### src/rtl/dds_pkg.sv
package dds_pkg;
  typedef struct packed {
    logic hold_clr;
    logic auto_clr;
  } dds_ctl_t;
endpackage

### src/rtl/dds_sync_div.sv
module dds_sync_div #(
  parameter int DIV_W = 2
) (
  input  logic clk_i,
  input  logic rst_ni,
  input  logic update_i,
  output logic sync_clk_o,
  output logic xfer_o
);
  localparam logic [DIV_W-1:0] SampleCnt = {1'b0, {(DIV_W-1){1'b1}}};

  logic [DIV_W-1:0] cnt_q;
  logic             xfer_q;

  always_ff @(posedge clk_i or negedge rst_ni) begin
    if (!rst_ni) begin
      cnt_q  <= '0;
      xfer_q <= 1'b0;
    end else begin
      cnt_q  <= cnt_q + 1'b1;
      // capture on the edge where the divided clock rises
      xfer_q <= (cnt_q == SampleCnt) && update_i;
    end
  end

  assign sync_clk_o = cnt_q[DIV_W-1];
  assign xfer_o     = xfer_q;
endmodule

### src/rtl/dds_regbank.sv
module dds_regbank
  import dds_pkg::*;
#(
  parameter int ACC_W = 32,
  parameter int POW_W = 14
) (
  input  logic             clk_i,
  input  logic             rst_ni,
  input  logic             ftw_we_i,
  input  logic [ACC_W-1:0] ftw_i,
  input  logic             pow_we_i,
  input  logic [POW_W-1:0] pow_i,
  input  logic             ctl_we_i,
  input  dds_ctl_t         ctl_i,
  input  logic             xfer_i,
  output logic [ACC_W-1:0] ftw_act_o,
  output logic [POW_W-1:0] pow_act_o,
  output dds_ctl_t         ctl_act_o,
  output dds_ctl_t         ctl_buf_o
);
  logic [ACC_W-1:0] ftw_buf_q, ftw_act_q;
  logic [POW_W-1:0] pow_buf_q, pow_act_q;
  dds_ctl_t         ctl_buf_q, ctl_act_q;

  always_ff @(posedge clk_i or negedge rst_ni) begin
    if (!rst_ni) begin
      ftw_buf_q <= '0;
      pow_buf_q <= '0;
      ctl_buf_q <= '0;
    end else begin
      if (ftw_we_i) ftw_buf_q <= ftw_i;
      if (pow_we_i) pow_buf_q <= pow_i;
      if (ctl_we_i) ctl_buf_q <= ctl_i;
    end
  end

  always_ff @(posedge clk_i or negedge rst_ni) begin
    if (!rst_ni) begin
      ftw_act_q <= '0;
      pow_act_q <= '0;
      ctl_act_q <= '0;
    end else if (xfer_i) begin
      ftw_act_q <= ftw_buf_q;
      pow_act_q <= pow_buf_q;
      ctl_act_q <= ctl_buf_q;
    end
  end

  assign ftw_act_o = ftw_act_q;
  assign pow_act_o = pow_act_q;
  assign ctl_act_o = ctl_act_q;
  assign ctl_buf_o = ctl_buf_q;
endmodule

### src/rtl/dds_phase_acc.sv
module dds_phase_acc #(
  parameter int ACC_W = 32,
  parameter int POW_W = 14,
  parameter int PH_W  = 19
) (
  input  logic             clk_i,
  input  logic             rst_ni,
  input  logic [ACC_W-1:0] ftw_i,
  input  logic [POW_W-1:0] pow_i,
  input  logic             hold_clr_i,
  input  logic             pulse_clr_i,
  output logic [ACC_W-1:0] acc_o,
  output logic [PH_W-1:0]  phase_o
);
  localparam int LoW = PH_W - POW_W;

  logic [ACC_W-1:0] acc_q, acc_d;
  logic [POW_W-1:0] top_sum;

  always_comb begin
    if (hold_clr_i || pulse_clr_i) acc_d = '0;
    else                           acc_d = acc_q + ftw_i;
  end

  always_ff @(posedge clk_i or negedge rst_ni) begin
    if (!rst_ni) acc_q <= '0;
    else         acc_q <= acc_d;
  end

  assign top_sum = acc_q[ACC_W-1 -: POW_W] + pow_i;

  generate
    if (LoW > 0) begin : g_fine
      assign phase_o = {top_sum, acc_q[ACC_W-POW_W-1 -: LoW]};
    end else begin : g_coarse
      assign phase_o = top_sum[POW_W-1 -: PH_W];
    end
  endgenerate

  assign acc_o = acc_q;
endmodule

### src/rtl/dds_phase_core.sv
module dds_phase_core
  import dds_pkg::*;
#(
  parameter int ACC_W = 32,
  parameter int POW_W = 14,
  parameter int PH_W  = 19,
  parameter int DIV_W = 2
) (
  input  logic             clk_i,
  input  logic             rst_ni,
  input  logic             ftw_we_i,
  input  logic [ACC_W-1:0] ftw_i,
  input  logic             pow_we_i,
  input  logic [POW_W-1:0] pow_i,
  input  logic             ctl_we_i,
  input  logic             hold_clr_i,
  input  logic             auto_clr_i,
  input  logic             update_i,
  output logic             sync_clk_o,
  output logic [PH_W-1:0]  phase_o
);
  logic             xfer;
  logic [ACC_W-1:0] ftw_act;
  logic [POW_W-1:0] pow_act;
  logic [ACC_W-1:0] acc;
  dds_ctl_t         ctl_act, ctl_buf, ctl_in;
  logic             hold_act, auto_buf, pulse_clr;

  assign ctl_in = '{hold_clr: hold_clr_i, auto_clr: auto_clr_i};

  dds_sync_div #(.DIV_W(DIV_W)) u_div (
    .clk_i     (clk_i),
    .rst_ni    (rst_ni),
    .update_i  (update_i),
    .sync_clk_o(sync_clk_o),
    .xfer_o    (xfer)
  );

  dds_regbank #(.ACC_W(ACC_W), .POW_W(POW_W)) u_regs (
    .clk_i    (clk_i),
    .rst_ni   (rst_ni),
    .ftw_we_i (ftw_we_i),
    .ftw_i    (ftw_i),
    .pow_we_i (pow_we_i),
    .pow_i    (pow_i),
    .ctl_we_i (ctl_we_i),
    .ctl_i    (ctl_in),
    .xfer_i   (xfer),
    .ftw_act_o(ftw_act),
    .pow_act_o(pow_act),
    .ctl_act_o(ctl_act),
    .ctl_buf_o(ctl_buf)
  );

  assign hold_act  = ctl_act.hold_clr;
  assign auto_buf  = ctl_buf.auto_clr;
  // one-shot clear uses the control word being transferred
  assign pulse_clr = xfer && auto_buf;

  dds_phase_acc #(.ACC_W(ACC_W), .POW_W(POW_W), .PH_W(PH_W)) u_acc (
    .clk_i      (clk_i),
    .rst_ni     (rst_ni),
    .ftw_i      (ftw_act),
    .pow_i      (pow_act),
    .hold_clr_i (hold_act),
    .pulse_clr_i(pulse_clr),
    .acc_o      (acc),
    .phase_o    (phase_o)
  );
endmodule

### config.mk
export PLATFORM = sky130hd
export DESIGN_NAME = dds_phase_core
export DESIGN_NICKNAME = d
export VERILOG_FILES = /design/src/rtl/dds_pkg.sv /design/src/rtl/dds_sync_div.sv /design/src/rtl/dds_regbank.sv /design/src/rtl/dds_phase_acc.sv /design/src/rtl/dds_phase_core.sv
export SDC_FILE = /design/constraint.sdc
export NUM_CORES = 1
export LEC_CHECK = 0
export ABC_AREA = 1
export BUFFER_PORTS_ARGS = -buffer_cell sky130_fd_sc_hd__buf_2
export CAP_MARGIN = 20
export CELL_PAD_IN_SITES_DETAIL_PLACEMENT = 0
export CELL_PAD_IN_SITES_GLOBAL_PLACEMENT = 2
export CORE_MARGIN = 4
export CORE_UTILIZATION = 31
export CTS_CLUSTER_SIZE = 25
export DETAILED_ROUTE_END_ITERATION = 10
export PLACE_DENSITY_LB_ADDON = 0.1
export RECOVER_POWER = 25
export SETUP_SLACK_MARGIN = 0.05
export SYNTH_ARGS = -nofsm -noshare
export SYNTH_HDL_FRONTEND = slang
export SYNTH_SLANG_ARGS = --single-unit
### constraint.sdc
create_clock -name clk_i -period 1.93 [get_ports clk_i]
set_clock_uncertainty 0.15 [all_clocks]
set_input_delay 0.0965 -clock clk_i [delete_from_list [all_inputs] [get_ports clk_i]]
set_output_delay 0.0965 -clock clk_i [all_outputs]
set_load 0.01 [all_outputs]
==> impl_metrics.toml <==
[route]
wl_um = 23830
drt-pass1-iter-count = 4
drc_errors = 0
avgRoutedWirePerCell_um = 14.62
avgViaCountPerCell = 4.352
antenna_left = 0
vias = 7093
drt_iter0_markers = 402

[sta]
final_max_slew_viol_count = 0
setup_viol = 21
whs_ns = -0.04786
rsz0062_at_grt = "true"
worstMarginPinSlew_ns = 1.336
period_share_pct = 120.2
period_minus_slack_ns = 2.320
hold_violations = 2
slew-limit-headroom_pct = 10.94
layout_setup_ws_ns = -0.3903
fmax_ghz = 0.4310
setup-tns-final_ns = -4.377

[worst_setup_path]
critPathRequiredTime_ns = 1.68
crit_fanout = 4
worst-setup-path-type = "register to output port"
slowest_stage = "dfrtp_1"
critical-path-top-delay-family = "flip-flops"
worst-path-buf-inv = 3
cp-end-kind = "output port"
slowest_delay_ns = 0.43
cp.arrival_ns = 2.07
critPathLaunchType = "register"
crit_chain = "buf_6 -> ha_4 -> buf_4 -> nand3_2 -> nand2_4 -> a21oi_4 -> o21ai_2 -> xor2_1 -> buf_2"

[clock_tree]
cts_tree = "yes"
clkLatencyLatePin_ns = 0.42
clk_path_buf_depth = 2
clockRootBuffer = "clkbuf_16"
cts.sinks = 130
clk_pin_slew_ns = 0.07
numCtsBuffers = 17
h-tree-depth = 4

[run]
drv_cap = 0

[finish]
n_fill_cell = 2302
design_area_mm2 = 0.01187
regArea_mm2 = 0.003267
multi_input_area_mm2 = 0.004706
area_growth_pct = 56.98
num_antenna_cells = 0
drive_gt1_share_pct = 34.63
final_common_cell = "nand2_1"
layout_common_cells = "nand2_1, inv_1, dfrtp_1, nor2_1, buf_4"
final_util_pct = 49.97
fin_nets = 1399
fin_cells = 1630

[logic_synthesis]
netlist_area_mm2 = 0.007561
synthAdderAreaFrac_pct = 7.976
synth_compound_area_share_pct = 11.39
synthCells = 1031
synth_nets = 1132
synth-seq-cells = 130
syn_area_per_cell_um2 = 7.334
yosysUniqueCellTypes = 33
ys.flop_type = "dfrtp_1"
synthXorXnorAreaFrac_pct = 1.969
async_flop_share_pct = 100.0
yosys_warnings = 0
synth_top_family_by_area = "simple AND/OR/NAND/NOR gates"
yosysSeqAreaShare_pct = 43.02
synth_edf_count = 0
muxShareOfSynthArea_pct = 0.2979
synthSimpleGateAreaFrac_pct = 24.76

[global_route]
grt_pass1_wl_um = 37650
grt_antenna_before_repair = 0
grt_max_degree = 95
overflow = 0
grt_pass1_vias = 6965
grt_use_total_pct = 18.22
met2_usage_pct = 25.92
grt_use_met3_pct = 2.685
use_met1_pct = 28.91
top_usage_layer = "met1"

[placed_design]
port_buffers = 73
gp_congestion = 0.8408
dp.cells = 1488
placed_area_mm2 = 0.008951
pre_cts_slack_ns = -0.1897
dpl.hpwl_um = 17220

[floorplanning]
dieHeight_um = 164.2
row_count = 56
ios = 74
start_util_pct = 31.83
die_w_um = 164.2
dieArea_mm2 = 0.02695
coreArea_mm2 = 0.02375

[power]
p_comb_share_pct = 58.1
netSwitchingPower_mw = 6.894
cellInternalPower_mw = 9.392
p_seq_share_pct = 22.7
ir_worst_vdd_uv = 472.4
clockPowerShare_pct = 19.1
power_density_mw_per_mm2 = 1372
total_power_mw = 16.29
swShare_pct = 42.33
leakage_nw = 5.910

[worst_hold_path]
hold_path.class = "input pin to register"

[outcome]
violations = "hold timing, setup timing"
status = "finished with violations"
-- cell families (layout without fill, tap and decap cells) --
kind of cell    count (synthesis)  in the layout
simple gates                  461            461
buf+inv                       207            487
compound gates                167            167
flops                         130            130
fa+ha+maj                      47             47
xor+xnor                       17             17
mux                             2              2
-- synthesized netlist by cell type, types with 4 or more instances --
| library cell | n | area [um2] |
|---|---|---|
| nor2_1 | 110 | 412.9 |
| buf_1 | 4 | 15.01 |
| buf_2 | 4 | 20.02 |
| buf_4 | 5 | 37.54 |
| dfrtp_1 | 130 | 3253 |
| nand3_1 | 37 | 185.2 |
| nor2_2 | 4 | 25.02 |
| nor3_1 | 4 | 20.02 |
| xnor2_1 | 10 | 87.58 |
| xor2_1 | 7 | 61.31 |
| nand2_1 | 282 | 1059 |
| o21bai_1 | 4 | 30.03 |
| a21oi_1 | 96 | 480.5 |
| clkbuf_1 | 15 | 56.30 |
| o21ai_0 | 59 | 295.3 |
| inv_1 | 175 | 656.9 |
| nand2_2 | 9 | 56.30 |
| nand4_1 | 5 | 31.28 |
| ha_1 | 45 | 563.0 |
-- state kept, by name (all words and copies together) (netlist names) --
register	count
u_acc.acc_o	32
u_div.cnt_q	2
u_div.xfer_o	1
u_regs.ctl_act_o	1
u_regs.ctl_buf_o	2
u_regs.ftw_act_o	32
u_regs.ftw_buf_q	32
u_regs.pow_act_o	14
u_regs.pow_buf_q	14
-- power groups by stage --
stage	Clock, mW	Sequential, mW	Combinational (mW)
final	3.12	3.70	9.47
after global placement	0	3.59	6.81
after CTS	3.21	3.68	8.32
after global routing	3.35	3.75	10.4
after detailed placement	0	3.59	6.78
after floorplan	0	3.41	4.03
-- final timing paths --
| kind | startpoint | slack [ns] | to | depth (start not counted) |
|---|---|---|---|---|
| setup / recovery | u_acc.acc_o[21]$_DFF_PN0_ | -0.39 | phase_o[17] | 9 |
| max in group asynchronous | rst_ni | 0.34 | u_regs.ftw_act_o[13]$_DFFE_PN0P_ | 3 |
| hold / removal | ftw_we_i | -0.05 | u_regs.ftw_buf_q[3]$_DFFE_PN0P_ | 2 |
| setup reg to reg | u_acc.acc_o[21]$_DFF_PN0_ | -0.13 | u_acc.acc_o[25]$_DFF_PN0_ | 11 |
| hold reg to reg | u_div.cnt_q[0]$_DFF_PN0_ | 0.28 | u_div.cnt_q[0]$_DFF_PN0_ | 1 |
| min in group asynchronous | rst_ni | 0.37 | u_acc.acc_o[7]$_DFF_PN0_ | 2 |
-- timing repair --
| item | 4_1_cts | 5_1_grt |
|---|---|---|
| buffers inserted | 12 | 17 |
| setup endpoints to repair | 37 | 49 |
| pin swaps | 36 | 38 |
| hold buffers | 93 | 0 |
| hold endpoints to repair | 179 | 0 |
| gates resized for setup | 156 | 140 |
-- cell type report --
class,instances,share of cell area (%)
clock inverters,15,1.149
multi-input cells,694,39.65
flip-flops and latches,130,27.52
inverters,179,5.724
clock buffers,17,3.584
repair buffers,276,19.01
well taps,319,3.363
-- worst register-to-register path, cell delays in order, from the launching register on --
cell	delay, ns
dfrtp_1	0.43
ha_1	0.40
nand2_1	0.12
buf_4	0.14
nor2_1	0.18
nand2_1	0.11
nor2_1	0.12
nand2_1	0.07
nand3_1	0.07
nand2_1	0.05
nand2_1	0.06
nor2_1	0.04
-- per-layer routing --
metal / share of wire, % / vias up
met4: 0.78 / 0
met2: 42 / 96
met5: 0 / -
met3: 3.2 / 14
li1: - / 3746
met1: 54 / 3237
(Power assumes the default switching activity.)
